--- src/rtl/fecc_pkg.sv ---
package fecc_pkg;

   typedef enum logic [1:0] {
      FM_ECC_ONLY  = 2'b00,
      FM_DYN       = 2'b01,
      FM_DYN_QUIET = 2'b10,
      FM_BYPASS    = 2'b11
   } fecc_mode_e;

   typedef struct packed {
      logic chk_off;    // no check of any kind on reads
      logic tag_used;   // stored tag chooses the check
      logic single_ok;  // parity (single) writes permitted
      logic log_en;     // uncorrectable errors update status
      logic berr_en;    // uncorrectable errors raise a bus error
   } fecc_policy_t;

endpackage

--- src/rtl/fecc_mode_dec.sv ---
module fecc_mode_dec
   import fecc_pkg::*;
(
   input  logic [1:0]   mode_i,
   output fecc_policy_t pol_o
);

   fecc_mode_e mode;

   always_comb begin
      mode  = fecc_mode_e'(mode_i);
      pol_o = '0;
      unique case (mode)
         FM_BYPASS: begin
            pol_o.chk_off   = 1'b1;
            pol_o.single_ok = 1'b1;
         end
         FM_DYN_QUIET: begin
            pol_o.tag_used  = 1'b1;
            pol_o.single_ok = 1'b1;
            pol_o.log_en    = 1'b1;
         end
         FM_DYN: begin
            pol_o.tag_used  = 1'b1;
            pol_o.single_ok = 1'b1;
            pol_o.log_en    = 1'b1;
            pol_o.berr_en   = 1'b1;
         end
         default: begin // FM_ECC_ONLY
            pol_o.log_en    = 1'b1;
            pol_o.berr_en   = 1'b1;
         end
      endcase
   end

endmodule

--- src/rtl/fecc_tag_codec.sv ---
module fecc_tag_codec #(
   parameter int TAG_W = 3
) (
   input  logic             wr_single_i,
   input  logic             single_ok_i,
   output logic [TAG_W-1:0] wr_tag_o,
   input  logic [TAG_W-1:0] rd_tag_i,
   input  logic [TAG_W-1:0] flip_i,
   output logic             par_vote_o
);

   localparam int CNT_W = $clog2(TAG_W + 1);
   localparam int HALF  = TAG_W / 2;

   logic [TAG_W-1:0] eff_tag;

   assign wr_tag_o = (wr_single_i && single_ok_i) ? '1 : '0;
   assign eff_tag  = rd_tag_i ^ flip_i;

   generate
      if (TAG_W == 3) begin : g_vote3
         assign par_vote_o = (eff_tag[0] & eff_tag[1]) |
                             (eff_tag[0] & eff_tag[2]) |
                             (eff_tag[1] & eff_tag[2]);
      end else begin : g_vote_n
         logic [CNT_W-1:0] ones;
         always_comb begin
            ones = '0;
            for (int b = 0; b < TAG_W; b++) begin
               ones = ones + CNT_W'(eff_tag[b]);
            end
         end
         assign par_vote_o = (int'(ones) > HALF);
      end
   endgenerate

endmodule

--- src/rtl/fecc_err_report.sv ---
module fecc_err_report (
   input  logic clk_i,
   input  logic rst_ni,
   input  logic evt_i,
   input  logic log_en_i,
   input  logic berr_en_i,
   input  logic clr_i,
   input  logic refuse_i,
   output logic ded_sts_o,
   output logic bus_err_o,
   output logic illegal_o
);

   always_ff @(posedge clk_i or negedge rst_ni) begin
      if (!rst_ni) begin
         ded_sts_o <= 1'b0;
         bus_err_o <= 1'b0;
         illegal_o <= 1'b0;
      end else begin
         if (evt_i && log_en_i) begin
            ded_sts_o <= 1'b1;
         end else if (clr_i) begin
            ded_sts_o <= 1'b0;
         end
         bus_err_o <= evt_i && berr_en_i;
         illegal_o <= refuse_i;
      end
   end

endmodule

--- src/rtl/flash_ecc_mode_ctrl.sv ---
module flash_ecc_mode_ctrl
   import fecc_pkg::*;
#(
   parameter int TAG_W = 3
) (
   input  logic             clk_i,
   input  logic             rst_ni,
   input  logic [1:0]       mode_i,
   input  logic             wr_req_i,
   input  logic             wr_single_i,
   output logic             wr_go_o,
   output logic [TAG_W-1:0] wr_tag_o,
   output logic             wr_illegal_o,
   input  logic             rd_req_i,
   input  logic [TAG_W-1:0] rd_tag_i,
   input  logic [TAG_W-1:0] tag_flip_i,
   input  logic             ecc_ded_i,
   input  logic             par_err_i,
   input  logic             ded_clr_i,
   output logic             chk_ecc_o,
   output logic             chk_par_o,
   output logic             corr_en_o,
   output logic             ded_sts_o,
   output logic             bus_err_o
);

   generate
      if (TAG_W < 3 || (TAG_W % 2) == 0) begin : g_bad_tag_w
         $error("TAG_W must be odd and at least 3 for a majority vote");
      end
   endgenerate

   fecc_policy_t pol;
   logic         par_vote;
   logic         refuse;
   logic         ded_evt;

   fecc_mode_dec i_mode_dec (
      .mode_i (mode_i),
      .pol_o  (pol)
   );

   fecc_tag_codec #(.TAG_W(TAG_W)) i_tag_codec (
      .wr_single_i (wr_single_i),
      .single_ok_i (pol.single_ok),
      .wr_tag_o    (wr_tag_o),
      .rd_tag_i    (rd_tag_i),
      .flip_i      (tag_flip_i),
      .par_vote_o  (par_vote)
   );

   // write path
   assign refuse  = wr_req_i && wr_single_i && !pol.single_ok;
   assign wr_go_o = wr_req_i && !refuse;

   // read path: check selection
   assign chk_par_o = rd_req_i && !pol.chk_off && pol.tag_used && par_vote;
   assign chk_ecc_o = rd_req_i && !pol.chk_off && !(pol.tag_used && par_vote);
   assign corr_en_o = chk_ecc_o;

   assign ded_evt = (chk_ecc_o && ecc_ded_i) || (chk_par_o && par_err_i);

   fecc_err_report i_err_report (
      .clk_i     (clk_i),
      .rst_ni    (rst_ni),
      .evt_i     (ded_evt),
      .log_en_i  (pol.log_en),
      .berr_en_i (pol.berr_en),
      .clr_i     (ded_clr_i),
      .refuse_i  (refuse),
      .ded_sts_o (ded_sts_o),
      .bus_err_o (bus_err_o),
      .illegal_o (wr_illegal_o)
   );

endmodule

--- config.mk ---
export PLATFORM = sky130hd
export DESIGN_NAME = flash_ecc_mode_ctrl
export DESIGN_NICKNAME = d
export VERILOG_FILES = /design/src/rtl/fecc_pkg.sv /design/src/rtl/fecc_mode_dec.sv /design/src/rtl/fecc_tag_codec.sv /design/src/rtl/fecc_err_report.sv /design/src/rtl/flash_ecc_mode_ctrl.sv
export SDC_FILE = /design/constraint.sdc
export NUM_CORES = 1
export LEC_CHECK = 0
export BUFFER_PORTS_ARGS = -buffer_cell sky130_fd_sc_hd__buf_2
export CAP_MARGIN = 10
export CORE_AREA = 2 2 39 41
export CTS_BUF_LIST = sky130_fd_sc_hd__clkbuf_8 sky130_fd_sc_hd__clkbuf_16
export DETAILED_ROUTE_END_ITERATION = 10
export DIE_AREA = 0 0 41 43
export PLACE_DENSITY = 0.46
export SLEW_MARGIN = 20
export SYNTH_ARGS = -nofsm -noshare
export SYNTH_HDL_FRONTEND = slang
export SYNTH_SLANG_ARGS = --single-unit
--- constraint.sdc ---
create_clock -name clk_i -period 1 [get_ports clk_i]
set_input_delay 0.05 -clock clk_i [delete_from_list [all_inputs] [get_ports clk_i]]
set_output_delay 0.05 -clock clk_i [all_outputs]
set_load 0.02 [all_outputs]
==> metrics.cfg <==
[outcome]
status=finished, final reports clean

[placed_design]
hpwlAfterDp_um=518
numPortBuffers=25
dpl.cell_count=69
place_congestion=0.648
place_worst_setup_slack_ns=-0.159

[setup_path]
crit_required_ns=0.95
crit_path_max_incr_delay_ns=0.27
cp_data_arrival_time_ns=0.91
path_class=in2out
crit_fanout=4
endpoint_kind=output pin
slowest_stage=ha_4
start_kind=primary input
cp_cell_sequence=buf_2, inv_1, ha_4, o21ai_2, o21a_1, buf_4
r2r_slack_ns=0.37

[yosys]
synth_common_cells=buf_4, dfrtp_1, ha_1, xor2_1
synth_area_um2=254
synthAdderAreaFrac_pct=14.8
yosysWarnings=0
yosysSeqAreaShare_pct=29.6
ys.flop_type=dfrtp_1
yosysTopAreaCellShare_pct=29.6
async_flop_share_pct=100
ys_top_cells_by_area=dfrtp_1, ha_1, xor2_1
synth_compound_area_share_pct=14.8
synthSimpleGateAreaFrac_pct=18.7
yosysTopAreaCell=dfrtp_1
synth_top_family_by_area=simple AND/OR/NAND/NOR gates
synth_edf_count=0
synth_xor_area_share_pct=10.3
syn_inst=28
syn_nets=47
ys_ff_latch=3
synthMuxAreaShare_pct=0
synthDistinctLibCells=17
avgSynthCellArea_um2=9.07

[power_and_ir_drop]
ir_drop_mv=0.395
p_leak_nw=0.285
power_density_nw_per_um2=1330

[grt]
overflow=0
grt_first_pass_wirelength_um=821
grt_max_degree=5
grt_pass1_vias=247
antenna_found_initial=0
grt_usage_pct=7.11

[detailed_routing]
viasPerCell=3.76
route.met2.wl_um=301
vias=286
drt_wl_total_um=616
postRouteAntennaNets=0
drcViolationCount=0
wl_met1_um=246
drtIter0Drc=0
drt_pass1_iterations=1
wl_met3_um=69
top_layer=met3
avgRoutedWirePerCell_um=8.11

[timing]
min_period_ns=0.961
holdWs_ns=0.0978
worst_slack_ns=0.0389
slew_violations=0
period_share_pct=96.1
finalClockSkew_ns=0
tightest_slew_ns=0.197
setup_viol=0
hold_viol=0
max_freq_mhz=1040
rsz0062_at_grt=true
relSlewSlack_pct=86.8

[layout]
final_cells=76
layout.nets=80
fillers=147
area_growth_pct=105
diodes=0
drive_above_1_share_pct=68.3

[die]
row_count=14
io_pins=26
die_w_um=41
core_area_um2=1380
die_y_um=43
dieArea_um2=1760
initial_core_util_pct=18.4

[cts]
clk_pin_slew_ns=0.03
cts_buffers=3
clk_path_buf_depth=2
htreeDepth=1
insertion_delay_ns=0.21
cts_tree=done
cts-root-buf=clkbuf_8
cts.sinks=3

[run]
cap_violations=0

[min_path]
holdCritPathClass=in2reg

==> per-stage QoR <==
stage / setup TNS, ns / power [mW] / util, % / instance area, um^2
6_report: 0 / 0.692 / 37.7 / 522
2_1_floorplan: -0.00538 / 0.247 / - / 262
3_5_place_dp: -0.331 / 0.317 / 29.4 / 407
3_3_place_gp: -0.253 / 0.316 / 29.4 / 407
5_1_grt: -0.00511 / 0.744 / 37.7 / 522
4_1_cts: 0 / 0.673 / 33.9 / 469
==> critical path: cells and delay by family <==
family | cells | cell delay, ns
buf+inv | 3 | 0.32
fa+ha+maj | 1 | 0.27
compound gates | 2 | 0.27
==> sequential cells by signal, indices dropped and copies added, names as in the netlist <==
| register | count |
|---|---|
| i_err_report.illegal_o | 1 |
| i_err_report.ded_sts_o | 1 |
| i_err_report.bus_err_o | 1 |
==> layout by cell type (no fill, tap or decap), drive strengths merged <==
master and n:
buf 30, inv 3, clkbuf 3, dfrtp 3, xor2 3, ha 3, a21oi 2, nor2b 2
o21ai 1, o21a 1, nor3b 1, and3 1, a21boi 1, o211ai 1, nand2 1, or3 1
nand2b 1, nand3 1, dlygate4sd3 1
==> path summary, 6_finish.rpt <==
path                                                     from                                 end  cells past startpoint
max                                                 mode_i[0]                           chk_ecc_o                      6
min                                                  wr_req_i    i_err_report.illegal_o$_DFF_PN0_                      2
max reg2reg                i_err_report.ded_sts_o$_DFFE_PN0P_  i_err_report.ded_sts_o$_DFFE_PN0P_                      2
min reg2reg                i_err_report.ded_sts_o$_DFFE_PN0P_  i_err_report.ded_sts_o$_DFFE_PN0P_                      2
max in group asynchronous                              rst_ni    i_err_report.illegal_o$_DFF_PN0_                      2
min in group asynchronous                              rst_ni    i_err_report.bus_err_o$_DFF_PN0_                      2
==> cell type report <==
cell class                 instances  area [um^2]  area share, %
tap                               16         20.0           3.84
inverter                           2         7.51           1.44
sequential                         3         75.1           14.4
clock buffer                       3         41.3           7.91
clock inverter                     1         3.75          0.719
timing repair buffer              31          180           34.5
multi-input combinational         20          194           37.2
==> power by group <==
part	switching, mW	internal [mW]	total, mW	leakage (nW)
sequential	0.00333	0.132	0.136	0.0398
clock	0.0764	0.261	0.337	0.0269
combinational	0.113	0.106	0.219	0.218
total	0.193	0.500	0.692	0.285
==> per-layer routing <==
metal	GRT usage [%]	vias to the layer above
li1	-	153
met1	7.99	118
met2	9.69	15
met3	3.14	0
met4	6.00	0
met5	0	-
==> repair_timing <==
action | in CTS | in global routing
hold buffers | 1 | 0
endpoints found under the hold margin | 3 | 0
gates resized for setup | 2 | 7
pin swaps | 0 | 2
buffers inserted | 0 | 2
setup endpoints to repair | 2 | 4
gates cloned | 0 | 0
==> cells by family after synthesis <==
| kind of cell | count (synthesis) |
|---|---|
| xor+xnor | 3 |
| compound gates | 6 |
| fa+ha+maj | 3 |
| flops | 3 |
| buf+inv | 5 |
| simple gates | 8 |
Note: power is estimated with default switching activity, not from simulation.
